$ cat src/rtl/evj_pkg.sv
package evj_pkg;
  // Per-cycle order from the firing logic to one input slot.
  typedef enum logic [1:0] {
    CMD_NONE = 2'd0,  // no firing this cycle
    CMD_USE  = 2'd1,  // this input is the chosen one: take its token
    CMD_SKIP = 2'd2   // this input is not chosen: take its token or owe one
  } slot_cmd_e;
endpackage

$ cat src/rtl/evj_antitoken_slot.sv
module evj_antitoken_slot
  import evj_pkg::*;
#(
  parameter int ANTI_MAX = 3
) (
  input  logic      clk,
  input  logic      rst_n,
  input  logic      tok_vp,
  output logic      tok_sp,
  output logic      anti_vn,
  input  logic      anti_sn,
  input  slot_cmd_e cmd,
  output logic      tok_ready,
  output logic      skip_ok
);
  localparam int CNT_W = $clog2(ANTI_MAX + 1);
  localparam logic [CNT_W-1:0] CNT_TOP = CNT_W'(ANTI_MAX);

  logic [CNT_W-1:0] owed_q, owed_d;
  logic             owed_en;
  logic             pend, annul, leave, owe, pay;

  assign pend      = (owed_q != '0);
  assign annul     = pend & tok_vp;            // positive meets negative here
  assign leave     = pend & ~tok_vp & ~anti_sn; // anti-token accepted upstream
  assign pay       = annul | leave;
  assign tok_ready = tok_vp & ~pend;
  assign owe       = (cmd == CMD_SKIP) & ~tok_ready;
  assign skip_ok   = (owed_q != CNT_TOP);
  assign anti_vn   = pend & ~tok_vp;
  assign tok_sp    = ~(annul | (cmd == CMD_USE) | ((cmd == CMD_SKIP) & tok_ready));

  always_comb begin
    owed_en = owe | pay;
    owed_d  = owed_q;
    if (owe && !pay)
      owed_d = owed_q + 1'b1;
    else if (!owe && pay)
      owed_d = owed_q - 1'b1;
  end

  always_ff @(posedge clk or negedge rst_n) begin
    if (!rst_n)
      owed_q <= '0;
    else if (owed_en)
      owed_q <= owed_d;
  end

  AST_OWED_BOUND: assert property (@(posedge clk) disable iff (!rst_n)
    owed_q <= CNT_TOP);
  AST_SKIP_ROOM: assert property (@(posedge clk) disable iff (!rst_n)
    (cmd == CMD_SKIP) |-> (owed_q != CNT_TOP));
  AST_ANNUL_DROP: assert property (@(posedge clk) disable iff (!rst_n)
    (pend && tok_vp && cmd != CMD_SKIP) |=> (owed_q == $past(owed_q) - 1'b1));
  AST_OWE_ADDS: assert property (@(posedge clk) disable iff (!rst_n)
    (cmd == CMD_SKIP && !tok_vp && (owed_q == '0 || anti_sn)) |=>
      (owed_q == $past(owed_q) + 1'b1));
  AST_USE_READY: assert property (@(posedge clk) disable iff (!rst_n)
    (cmd == CMD_USE) |-> (tok_ready && !tok_sp));
endmodule

$ cat src/rtl/evj_fire_ctrl.sv
module evj_fire_ctrl
  import evj_pkg::*;
#(
  parameter int NUM_IN = 2,
  parameter int SEL_W  = 1
) (
  input  logic              sel_vp,
  input  logic [SEL_W-1:0]  sel_val,
  input  logic [NUM_IN-1:0] tok_ready,
  input  logic [NUM_IN-1:0] skip_ok,
  input  logic              out_sp,
  output logic              go,
  output logic              fire,
  output slot_cmd_e         cmd [NUM_IN]
);
  logic rest_ok;

  always_comb begin
    rest_ok = 1'b1;
    for (int i = 0; i < NUM_IN; i++) begin
      if (SEL_W'(i) != sel_val)
        rest_ok = rest_ok & skip_ok[i];
    end
    go   = sel_vp & tok_ready[sel_val] & rest_ok;
    fire = go & ~out_sp;
    for (int i = 0; i < NUM_IN; i++) begin
      if (!fire)
        cmd[i] = CMD_NONE;
      else if (SEL_W'(i) == sel_val)
        cmd[i] = CMD_USE;
      else
        cmd[i] = CMD_SKIP;
    end
  end
endmodule

$ cat src/rtl/evj_mux_join.sv
module evj_mux_join
  import evj_pkg::*;
#(
  parameter int NUM_IN   = 2,  // power of two, at least 2
  parameter int DW       = 16,
  parameter int ANTI_MAX = 3
) (
  input  logic                       clk,
  input  logic                       rst_n,
  input  logic                       sel_vp,
  input  logic [$clog2(NUM_IN)-1:0]  sel_val,
  output logic                       sel_sp,
  input  logic [NUM_IN-1:0]          in_vp,
  input  logic [NUM_IN*DW-1:0]       in_data,
  output logic [NUM_IN-1:0]          in_sp,
  output logic [NUM_IN-1:0]          in_vn,
  input  logic [NUM_IN-1:0]          in_sn,
  output logic                       out_vp,
  output logic [DW-1:0]              out_data,
  input  logic                       out_sp
);
  localparam int SEL_W = $clog2(NUM_IN);

  logic [NUM_IN-1:0] tok_ready, skip_ok;
  logic              go, fire;
  slot_cmd_e         cmd [NUM_IN];

  evj_fire_ctrl #(.NUM_IN(NUM_IN), .SEL_W(SEL_W)) u_fire (
    .sel_vp   (sel_vp),
    .sel_val  (sel_val),
    .tok_ready(tok_ready),
    .skip_ok  (skip_ok),
    .out_sp   (out_sp),
    .go       (go),
    .fire     (fire),
    .cmd      (cmd)
  );

  for (genvar g = 0; g < NUM_IN; g++) begin : g_slot
    evj_antitoken_slot #(.ANTI_MAX(ANTI_MAX)) u_slot (
      .clk      (clk),
      .rst_n    (rst_n),
      .tok_vp   (in_vp[g]),
      .tok_sp   (in_sp[g]),
      .anti_vn  (in_vn[g]),
      .anti_sn  (in_sn[g]),
      .cmd      (cmd[g]),
      .tok_ready(tok_ready[g]),
      .skip_ok  (skip_ok[g])
    );
  end

  assign out_vp   = go;
  assign sel_sp   = ~fire;
  assign out_data = in_data[int'(sel_val)*DW +: DW];

  AST_SEL_WITH_OUT: assert property (@(posedge clk) disable iff (!rst_n)
    (sel_vp && !sel_sp) |-> (out_vp && !out_sp && !in_sp[sel_val]));
  AST_OUT_HOLD: assert property (@(posedge clk) disable iff (!rst_n)
    (out_vp && out_sp) |=> (out_vp && $stable(out_data)));
  AST_ANTI_ONLY_IDLE: assert property (@(posedge clk) disable iff (!rst_n)
    ((in_vn & in_vp) == '0));
endmodule

$ cat config.mk
export PLATFORM = sky130hd
export DESIGN_NAME = evj_mux_join
export DESIGN_NICKNAME = d
export VERILOG_FILES = /design/src/rtl/evj_pkg.sv /design/src/rtl/evj_antitoken_slot.sv /design/src/rtl/evj_fire_ctrl.sv /design/src/rtl/evj_mux_join.sv
export SDC_FILE = /design/constraint.sdc
export NUM_CORES = 1
export LEC_CHECK = 0
export ABC_CLOCK_PERIOD_IN_PS = 2100
export BUFFER_PORTS_ARGS = -buffer_cell sky130_fd_sc_hd__buf_2
export CORE_UTILIZATION = 35
export CTS_BUF_LIST = sky130_fd_sc_hd__clkbuf_4
export DETAILED_ROUTE_END_ITERATION = 10
export PLACE_DENSITY = 0.81
export REMOVE_ABC_BUFFERS = 1
export SLEW_MARGIN = 15
export SYNTH_ARGS = -nofsm -noshare
export SYNTH_HDL_FRONTEND = slang
export SYNTH_SLANG_ARGS = --single-unit
export TNS_END_PERCENT = 100
$ cat constraint.sdc
create_clock -name clk -period 2.1 [get_ports clk]
set_input_delay 0.315 -clock clk [delete_from_list [all_inputs] [get_ports clk]]
set_output_delay 0.315 -clock clk [all_outputs]
set_load 0.1 [all_outputs]
==> Word-level counts from Yosys, hierarchy flattened <==
Cells that the tools add are included.
{ "word_totals": {"out_inout_bits": 22, "elab_cells": 76, "input_bits": 41, "register_bits": 4} }
{ "op_classes": {"n_reduce_logical": 14, "order_cmp": 1, "n_bitwise": 36, "mux": 12, "n_eq_ne": 6, "shifts": 1, "n_addsub": 4} }
{ "ops": {"columns": ["op", "count"], "rows": [
  ["variable part select 32 x 6 -> 16 bit", 1],
  ["AND 1 bit", 16],
  ["2-to-1 mux 2 bit", 8],
  ["NOT 1 bit", 12],
  ["bitwise OR 1 bit", 8],
  ["nonzero test 2 bit", 4],
  ["adder 2 x 1 -> 2 bit (second input constant)", 2],
  ["== test 2 x 1 -> 1 bit (second input constant)", 2],
  ["== test 2 bit (second input constant)", 2],
  ["logical AND 1 bit", 4],
  ["logical NOT 1 bit", 4],
  ["2-to-1 mux 1 bit", 4],
  ["inequality test 2 bit (second input constant)", 2],
  ["AND reduction 2 bit", 2],
  ["subtractor 2 x 1 -> 2 bit (second input constant)", 2],
  ["< comparator 1 x 2 -> 1 bit (second input constant)", 1]
]} }

==> Logic depth before layout (Yosys ltp) <==
Gate-level depths: netlist of the first run.
{ "logic_depth": {"depth_word": 15, "ltp_mapped": 8, "ltp_nobuf": 7} }

==> Hierarchy <==
From an unflattened synthesis of the first run, not the netlist that was laid out.
{ "unflattened": {"cells_unflattened": 63, "area_unflattened_um2": 625.6} }
{ "modules_own_cells": {"columns": ["mod", "seq_area_each_um2", "cells_per_inst", "area_per_inst_um2", "instances"], "rows": [
  ["evj_antitoken_slot", 50.0, 18, 147.6, 2],
  ["evj_mux_join", 0.0, 19, 252.7, 1],
  ["evj_fire_ctrl", 0.0, 8, 77.6, 1]
]} }

==> Worst setup path after synthesis of the first run <==
Ideal clock, no wire load.
{ "synth_timing": {"path_type": "register to output", "start": "reg g_slot[0].u_slot.owed_q[0]", "end": "out out_vp", "stages_incl_launch_ff": 5, "arrival_ns": 1.515, "setup_slack_ns": 0.270, "path_buffers": 1, "cell_sequence": "dfrtp_1 -> buf_6 -> nor3b_4 -> nand4_1 -> nand2_1"} }
{ "synth_via": {"elab_chain_cells": 7, "elab_cells_between_ends": 11} }
{ "synth_rtl": {"columns": ["element", "line_no", "rtl"], "rows": [
  ["start: declaration", "evj_antitoken_slot.sv:19", "logic [CNT_W-1:0] owed_q, owed_d;"],
  ["start signal: assignment", "evj_antitoken_slot.sv:46", "owed_q <= owed_d;"],
  ["nonzero test 2 bit", "evj_antitoken_slot.sv:23", "assign pend = (owed_q != '0);"],
  ["NOT 1 bit", "evj_antitoken_slot.sv:27", "assign tok_ready = tok_vp & ~pend;"],
  ["AND 1 bit", "evj_antitoken_slot.sv:27", null],
  ["2-to-1 mux 1 bit (not written as such) (2 in a row)", "evj_fire_ctrl.sv:24", "go = sel_vp & tok_ready[sel_val] & rest_ok;"],
  ["AND 1 bit", "evj_fire_ctrl.sv:24", null],
  ["AND 1 bit (*)", "evj_fire_ctrl.sv:24", null],
  ["end: declaration", "evj_mux_join.sv:18", "output logic out_vp,"]
]} }
Every way passes the cells marked *; elsewhere a longest branch is shown, timed or not. The select of a mux whose other input is x is not followed.

==> Worst setup path after layout of the first run <==
{ "layout_timing": {"start": "reg g_slot[0].u_slot.owed_q[0]", "end": "out in_sp[1]"} }
{ "layout_via": {"elab_chain_cells": 13, "elab_cells_between_ends": 19} }
{ "layout_rtl": {"columns": ["element", "line_no", "rtl"], "rows": [
  ["nonzero test 2 bit", "evj_antitoken_slot.sv:23", null],
  ["NOT 1 bit", "evj_antitoken_slot.sv:27", null],
  ["AND 1 bit", "evj_antitoken_slot.sv:27", null],
  ["2-to-1 mux 1 bit (not written as such) (2 in a row)", "evj_fire_ctrl.sv:24", null],
  ["AND 1 bit", "evj_fire_ctrl.sv:24", null],
  ["AND 1 bit (*)", "evj_fire_ctrl.sv:24", null],
  ["AND 1 bit (*)", "evj_fire_ctrl.sv:25", "fire = go & ~out_sp;"],
  ["2-to-1 mux 2 bit (*)", "evj_fire_ctrl.sv:27", "if (!fire)"],
  ["== test 2 x 1 -> 1 bit or == test 2 bit (tied branches)", "evj_antitoken_slot.sv:31", "assign tok_sp = ~(annul | (cmd == CMD_USE) | ((cmd == CMD_SKIP) & tok_ready));"],
  ["bitwise OR 1 bit or AND 1 bit (tied branches)", "evj_antitoken_slot.sv:31", null],
  ["bitwise OR 1 bit (*)", "evj_antitoken_slot.sv:31", null],
  ["NOT 1 bit (*)", "evj_antitoken_slot.sv:31", null],
  ["end: declaration", "evj_mux_join.sv:15", "output logic [NUM_IN-1:0] in_sp,"]
]} }
Marked as above.

==> results of run 1 <==
-- path summary, 6_finish.rpt --
path	startpoint	end	slack, ns	cells past startpoint
setup / recovery	g_slot[0].u_slot.owed_q[0]	in_sp[1]	0.10	4
hold / removal	rst_n	g_slot[0].u_slot.owed_q[0]	0.42	2
setup reg to reg	g_slot[1].u_slot.owed_q[1]	g_slot[0].u_slot.owed_q[1]	0.27	7
hold reg to reg	g_slot[1].u_slot.owed_q[1]	g_slot[1].u_slot.owed_q[1]	0.60	1
max in group asynchronous	rst_n	g_slot[1].u_slot.owed_q[1]	1.56	2
min in group clk	in_sn[1]	g_slot[1].u_slot.owed_q[0]	0.52	4
-- cells in the mapped netlist, drive strengths merged --
master and n:
xnor2 2, dfrtp 4, xor2 4, nand2 3, a311oi 2, nand4 2
mux2 16, nor2 6, nor3b 2, ha 2, nor4 2, buf 8
a21o 3, a221o 2, inv 3
-- area by class of cell --
| cell class | instances | area [sq um] | area share (%) |
|---|---|---|---|
| Sequential cell | 4 | 100.1 | 10.64 |
| Tap cell | 16 | 20.02 | 2.128 |
| Multi-Input combinational cell | 46 | 421.7 | 44.81 |
| Timing Repair Buffer | 63 | 365.4 | 38.83 |
| Clock buffer | 3 | 22.52 | 2.394 |
| Inverter | 3 | 11.26 | 1.197 |
-- critical path, cell delays in order, from the launching register on --
cell,delay (ns)
dfrtp_1,0.46
nor3b_4,0.23
nand4_1,0.20
a221o_1,0.38
buf_12,0.18
-- logic make-up after synthesis --
logic type | after synthesis | share of synthesized area [%]
buffers and inverters | 11 | 12.39
xor gates and xnor gates | 6 | 8.823
muxes | 16 | 30.25
and+or+nand+nor | 15 | 17.23
DFF | 4 | 16.81
AOI/OAI and AO/OA | 7 | 10.29
adders and majority gates | 2 | 4.201
-- power by group through the flow --
stage                     clock network, uW  logic, uW  registers, uW
after floorplan                           0        614            194
after global placement                    0        781            202
after detailed placement                  0        789            207
after CTS                              97.3        794            206
after global routing                    104        825            213
final                                  90.9        789            206
-- metrics by stage --
stage	setup TNS, ns	util [%]
after floorplan	-0.05928	-
after global placement	0	58.93
after detailed placement	0	58.93
after CTS	0	61.04
after global routing	0	61.04
final	0	61.04
-- metal layers --
metal	global-route usage, %	wire [microns]	share of wire, %
met4	5.455	0	0
met1	15.06	503	36
met5	0	0	0
met2	25.37	745	53
met3	1.702	148	11
==> impl_metrics.yaml, run 1 <==
min_path:
  hold_class: "in2async"
synth:
  synthDistinctLibCells: 19
  synthTopCellsByArea: "mux2_2 (30%), dfrtp_1 (17%), nor3b_4 (6.3%)"
  syn_area_sq_um: 595.6
  yosys_warnings: 0
  synth_top_area_share_pct: 30.25
  netlist.top_cell.by_area: "mux2_2"
  synthCells: 61
  avgSynthCellArea_sq_um: 9.763
  synth_seq_cells: 4
  seq_area_frac_synth_pct: 16.81
clocking:
  cts_sinks: 4
  clockRootBuffer: "clkbuf_4"
  postCtsHoldBufs: 1
  path_clk_slew_ns: 0.04
  clk_latency_ns: 0.23
  post_cts_buffers: 0
  cts_resized: 0
  cts_buffers: 3
  clockBufferDepth: 2
  htree_levels: 1
  cts_tree: "built"
sta:
  hold_viol: 0
  period_needed_ns: 1.996
  slew-limit-headroom_pct: 67.45
  fin_skew_ns: 0.001491
  worst_pin_slew_ns: 0.4916
  setup_viol: 0
  finalCritPeriodShare_pct: 95.06
  drv_slew: 0
  fin_ws_ns: 0.1037
  hold_ws_ns: 0.4213
  rsz0062_at_grt: "no"
  fmax_ghz: 0.5009
power:
  ir_drop_mv: 0.6065
  p_sw_uw: 658.9
  seqPwrFrac_pct: 19.0
  comb_power_share_pct: 72.7
  p_total_uw: 1086
  switching_share_pct: 60.66
  clkPwrFrac_pct: 8.4
  leakagePower_uw: 0.0005180
  power.internal_uw: 427.4
  power_density_nw_per_um2: 1155
floorplan:
  core_sq_um: 1541
  die_x_microns: 43.25
  initial_utilization_pct: 38.64
  ios: 63
  row_count: 14
  die_area_sq_um: 1871
  die_h_microns: 43.25
setup_path:
  crit_required_ns: 1.78
  start_kind: "flop"
  worst_ep_arrival_time_ns: 1.68
  path_max_fanout: 6
  timing_worst_setup_path_type: "reg2out"
  cp-end-kind: "output port"
final_layout:
  layout_common_cells: "buf_2 (59), mux2_2 (16), nor2_1 (6)"
  largest_register_ffs: 4
  final_cell_area_sq_um: 940.9
  final_common_cell: "buf_2"
  fin_nets: 164
  diodes: 0
  final_cells: 135
  fill_cells: 125
  areaGrowthSynthToFinish_pct: 57.98
  top_register: "g_slot.u_slot.owed_q"
  drive_gt1_share_pct: 71.43
  largestRegisters: "g_slot.u_slot.owed_q: 4 flops"
detailed_routing:
  avgViaCountPerCell: 4.933
  via_count: 666
  routed_wl_mm: 1.397
  drc: 0
  wl_per_cell_microns: 10.35
  first_pass_iters: 4
  ant_nets: 0
  drt_iter0_markers: 6
grt:
  gr-total-overflow: 0
  grt_pass1_vias: 527
  grt_max_degree: 21
  grt_use_total_pct: 13.57
  grt_pass1_wl_mm: 2.007
  antenna_found_initial: 0
place:
  placed_cell_area_sq_um: 908.4
  placed_cells: 131
  place_ws_ns: 0.2707
  gp_congestion: 0.7546
  io_buffers: 62
  hpwl_mm: 1.213
run_status:
  status: "finished, final reports clean"
job:
  cap_violations: 0
No activity file was read; power rests on OpenSTA's default activity.
==> run 2, diff against run 1 <==
Settings changed: CORE_UTILIZATION 35 to 31, PLACE_DENSITY 0.81 to 0.73.
==> run 2 against run 1 <==
Effect of this change: routed wire length grew 11%; worst setup slack gained 0.0093 ns; first-iteration DRC count grew 67%; register-to-register slack lost 0.07 ns; count of clock-buffer cells in the layout is the same; critical endpoint unchanged; flip-flop and latch count is the same.
==> impl_metrics.yaml, run 2 (synthesis gave the netlist of run 1 again) <==
place:
  io_buffers: 62
  gp_congestion: 0.7752
  placed_cells: 140
  hpwl_mm: 1.353
sta:
  finalCritPeriodShare_pct: 94.62
  period_needed_ns: 1.987
  setup_viol: 0
  slew-limit-headroom_pct: 67.61
  fmax_ghz: 0.5033
  totalNegativeSetupSlack_ns: 0
  fin_skew_ns: 0.001279
  hold_viol: 0
  rsz0062_at_grt: "no"
  worst_pin_slew_ns: 0.4893
  drv_slew: 0
grt:
  grt_pass1_vias: 600
  gr-total-overflow: 0
  grt_max_degree: 21
  grt_pass1_wl_mm: 2.214
  grt_use_total_pct: 14.34
  antenna_found_initial: 0
final_layout:
  largestRegisters: "g_slot.u_slot.owed_q: 4 flops"
  regArea_sq_um: 100.1
  fill_cells: 187
  layout_common_cells: "buf_2 (60), mux2_2 (16), nor2_1 (6)"
  largest_register_ffs: 4
  diodes: 0
  fin_util_pct: 53.12
  final_common_cell: "buf_2"
  fin_nets: 164
  drive_gt1_share_pct: 71.43
  top_register: "g_slot.u_slot.owed_q"
  areaGrowthSynthToFinish_pct: 57.35
  final_cells: 144
  multi_input_area_sq_um: 421.7
floorplan:
  core_sq_um: 1764
  die_x_microns: 45.83
  die_area_sq_um: 2100
  ios: 63
  initial_utilization_pct: 33.76
  die_h_microns: 45.83
  row_count: 15
clocking:
  cts_sinks: 4
  path_clk_slew_ns: 0.04
  clk_latency_ns: 0.23
  cts_buffers: 3
  clockRootBuffer: "clkbuf_4"
  cts_resized: 0
  htree_levels: 1
  post_cts_buffers: 0
  cts_tree: "built"
  clockBufferDepth: 2
setup_path:
  startpoint: "g_slot[0].u_slot.owed_q[0]"
  timing.reg2reg.setup_slack_ns: 0.20
  cp-end-kind: "output port"
  r2r-start: "g_slot[1].u_slot.owed_q[0]"
  crit_required_ns: 1.78
  path_max_fanout: 6
  regToRegEndpoint: "g_slot[0].u_slot.owed_q[1]"
  timing_worst_setup_path_type: "reg2out"
  worst_ep_arrival_time_ns: 1.67
  r2r_cells: 7
  start_kind: "flop"
detailed_routing:
  routed_wl_mm: 1.546
  drc: 0
  avgViaCountPerCell: 4.660
  drt_iter0_markers: 10
  via_count: 671
  wl_per_cell_microns: 10.74
  first_pass_iters: 4
  ant_nets: 0
power:
  ir_drop_mv: 0.5637
  leakagePower_uw: 0.0005097
  power_density_nw_per_um2: 1155
  p_total_uw: 1082
min_path:
  hold_class: "in2async"
job:
  cap_violations: 0
run_status:
  status: "finished, final reports clean"
## run 2: critical path, stage by stage, from the launching register on
cell and delay [ns]:
dfrtp_1 0.46, nor3b_4 0.24, nand4_1 0.19, a221o_1 0.37, buf_12 0.18
## run 2: layer usage
| layer | vias to the layer above | track usage [%] | share of wire, % | wire length (microns) |
|---|---|---|---|---|
| met3 | 2 | 2.778 | 7.2 | 111 |
| met2 | 31 | 27.71 | 52 | 801 |
| met1 | 301 | 14.52 | 40 | 624 |
| met5 | - | 0 | 0 | 0 |
| li1 | 337 | - | - | - |
| met4 | 0 | 6.471 | 0.65 | 10 |
## run 2: area by class of cell
cell class | count | area share [%]
Sequential cell | 4 | 10.68
Inverter | 3 | 1.202
Timing Repair Buffer | 63 | 37.38
Clock buffer | 3 | 2.403
Multi-Input combinational cell | 46 | 44.99
Tap cell | 25 | 3.338
## run 2: how the worst max path moves through the flow
stage | endpoint | slack, ns | depth (start not counted)
after CTS | in_sp[1] | 0.10 | 4
after global routing | out_vp | 0.02 | 4
after floorplan | in_vn[0] | -0.03 | 2
after detailed placement | g_slot[0].u_slot.owed_q[1] | 0.23 | 7
after global placement | sel_sp | 0.28 | 5
final | in_sp[1] | 0.11 | 4
## run 2: power by group
group / leakage [uW] / internal [uW] / switching, uW / total, uW
logic: 0.000449 / 239 / 546 / 784
registers: 0.0000466 / 121 / 86.0 / 207
clock network: 0.0000138 / 63.7 / 27.5 / 91.2
## run 2: what timing repair did
action / 4_1_cts / 5_1_grt
endpoints found under the hold margin: 4 / 0
endpoints found under the setup margin: 0 / 0
hold buffers: 1 / 0
## run 2: stage by stage
| step | hold WS (ns) | setup WS (ns) | instance area [sq um] |
|---|---|---|---|
| after global placement | 0.1214 | 0.2846 | 904.6 |
| final | 0.4257 | 0.1130 | 937.1 |
| after global routing | 0.4355 | 0.01832 | 937.1 |
| after CTS | 0.4234 | 0.1042 | 937.1 |
| after floorplan | 0.01941 | -0.03498 | 533.0 |
| after detailed placement | 0.1222 | 0.2297 | 904.6 |
==> run 3, diff against run 2 <==
Settings changed: CELL_PAD_IN_SITES_DETAIL_PLACEMENT set to 1, CELL_PAD_IN_SITES_GLOBAL_PLACEMENT set to 1, CORE_UTILIZATION 31 to 23, PLACE_DENSITY 0.73 to unset, PLACE_DENSITY_LB_ADDON set to 0.1.
==> run 3 against run 2 <==
Effect of this change: routed wire length grew 16%; non-clock buffer count grew 1; largest power group unchanged; cell area grew 3.5%; maximum frequency shrank 0.10%; sequential share of layout area shrank 0.23 points; count of clock-buffer cells in the layout is the same; highest routed layer is now met3; combinational power grew 2%; critical path depth is the same; global-route usage shrank 0.74 points.
==> impl_metrics.yaml, run 3 (synthesis gave the netlist of run 1 again) <==
run_status:
  status: "finished, final reports clean"
detailed_routing:
  drc: 0
  routed_wl_mm: 1.789
  wl_per_cell_microns: 11.93
  avgViaCountPerCell: 4.587
  drt_iter0_markers: 5
  ant_nets: 0
  via_count: 688
  first_pass_iters: 4
final_layout:
  final_common_cell: "buf_2"
  fin_nets: 165
  top_register: "g_slot.u_slot.owed_q"
  layout_common_cells: "buf_2 (58), mux2_2 (16), nor2_1 (6)"
  drive_gt1_share_pct: 72.50
  largestRegisters: "g_slot.u_slot.owed_q: 4 flops"
  diodes: 0
  largest_register_ffs: 4
  areaGrowthSynthToFinish_pct: 62.82
setup_path:
  regToRegEndpoint: "g_slot[1].u_slot.owed_q[1]"
  cp-end-kind: "output port"
  cp_cell_sequence: "nor3b_4 -> nand4_2 -> a221o_1 -> buf_12"
  r2r-start: "g_slot[0].u_slot.owed_q[0]"
  critPathBufInv: 1
  timing_worst_setup_path_type: "reg2out"
  timing.reg2reg.setup_slack_ns: 0.24
  worst-path-stages: 4
  path_max_fanout: 6
  crit_family: "flip-flops"
  r2r_cells: 7
  start_kind: "flop"
  cp-endpoint: "in_sp[0]"
  worst_ep_arrival_time_ns: 1.67
  cp_slowest_stage_delay_ns: 0.46
  crit_required_ns: 1.78
  slowest_stage: "dfrtp_1"
  startpoint: "g_slot[1].u_slot.owed_q[0]"
sta:
  slew-limit-headroom_pct: 67.18
  setup_viol: 0
  worst_pin_slew_ns: 0.4958
  drv_slew: 0
  hold_viol: 0
  rsz0062_at_grt: "no"
  fmax_ghz: 0.5028
  fin_skew_ns: 0.0006969
  fin_ws_ns: 0.1110
  finalCritPeriodShare_pct: 94.72
  period_needed_ns: 1.989
grt:
  grt_max_degree: 15
  antenna_found_initial: 0
  grt.busiest_layer: "met2"
  grt_use_met2_pct: 26.37
  grt_pass1_wl_mm: 2.780
  grt_pass1_vias: 659
  use_met3_pct: 2.586
  gr-total-overflow: 0
  grt_use_total_pct: 13.60
  use_met1_pct: 13.53
floorplan:
  initial_utilization_pct: 24.26
  row_count: 18
  die_x_microns: 52.89
  die_area_sq_um: 2797
  core_sq_um: 2455
  ios: 63
  die_h_microns: 52.89
clocking:
  clk_latency_ns: 0.23
  htree_levels: 1
  cts_sinks: 4
  path_clk_slew_ns: 0.04
  cts_tree: "built"
  clockBufferDepth: 2
  cts_buffers: 3
  clockRootBuffer: "clkbuf_4"
place:
  io_buffers: 62
  gp_congestion: 0.6719
  hpwl_mm: 1.567
  place_ws_ns: 0.2189
power:
  leakagePower_uw: 0.0005212
  p_total_uw: 1101
  power_density_nw_per_um2: 1135
  ir_drop_mv: 0.6334
job:
  cap_violations: 0
min_path:
  hold_class: "in2async"
run 3: changes by cell type in the layout (fill, tap and decap cells not counted):
cell	change
buf_4	+1
dfrtp_2	+1
buf_2	-2
clkbuf_4	+1
buf_12	+1
dfrtp_1	-1
run 3: repair_timing:
action	in CTS	in global routing
endpoints found under the hold margin	4	0
buffers inserted	0	0
resized for setup	0	2
hold buffers	1	0
setup endpoints to repair	0	2
run 3: metal layers:
| layer | share of wire, % | vias up |
|---|---|---|
| met5 | 0 | - |
| met4 | 0 | 0 |
| met3 | 8.1 | 0 |
| met2 | 53 | 26 |
| met1 | 39 | 322 |
| li1 | - | 340 |
run 3: worst min-delay path by stage:
stage	start	endpoint	slack (ns)	depth (start not counted)
floorplan	rst_n	g_slot[0].u_slot.owed_q[0]	0.02	0
global placement	rst_n	g_slot[0].u_slot.owed_q[1]	0.13	1
detailed placement	rst_n	g_slot[0].u_slot.owed_q[0]	0.13	1
CTS	rst_n	g_slot[1].u_slot.owed_q[1]	0.41	2
global route	rst_n	g_slot[1].u_slot.owed_q[1]	0.40	2
finish	rst_n	g_slot[1].u_slot.owed_q[1]	0.42	2
run 3: final cells by class:
cell class                      count  area (sq um)
Clock buffer                        3         22.52
Multi-Input combinational cell     46         421.7
Timing Repair Buffer               64         375.4
Sequential cell                     4         101.3
Tap cell                           30         37.54
Fill cell                         312          1485
Inverter                            3         11.26
run 3: report_power, final:
part | switching [uW] | internal, uW | total, uW
sequential | 88.2 | 123 | 211
clock | 27.6 | 63.7 | 91.2
combinational | 553 | 246 | 798
run 3: stage by stage:
stage	hold slack [ns]	std cells	cell area (sq um)	setup TNS, ns	utilization, %
after detailed placement	0.1251	146	933.4	0	38.02
after global placement	0.1254	146	933.4	0	38.02
after CTS	0.4069	150	965.9	0	39.35
after global routing	0.4005	150	969.7	0	39.50
after floorplan	0.01941	53	533.0	-0.05928	-
final	0.4180	150	969.7	0	39.50
run 3: worst register-to-register path: stages (launching register included):
cell and delay, ns:
dfrtp_2 0.46, nor3b_4 0.22, nand4_1 0.20, nor4_1 0.28
ha_1 0.22, xor2_1 0.15, nor2_1 0.07, xor2_1 0.14
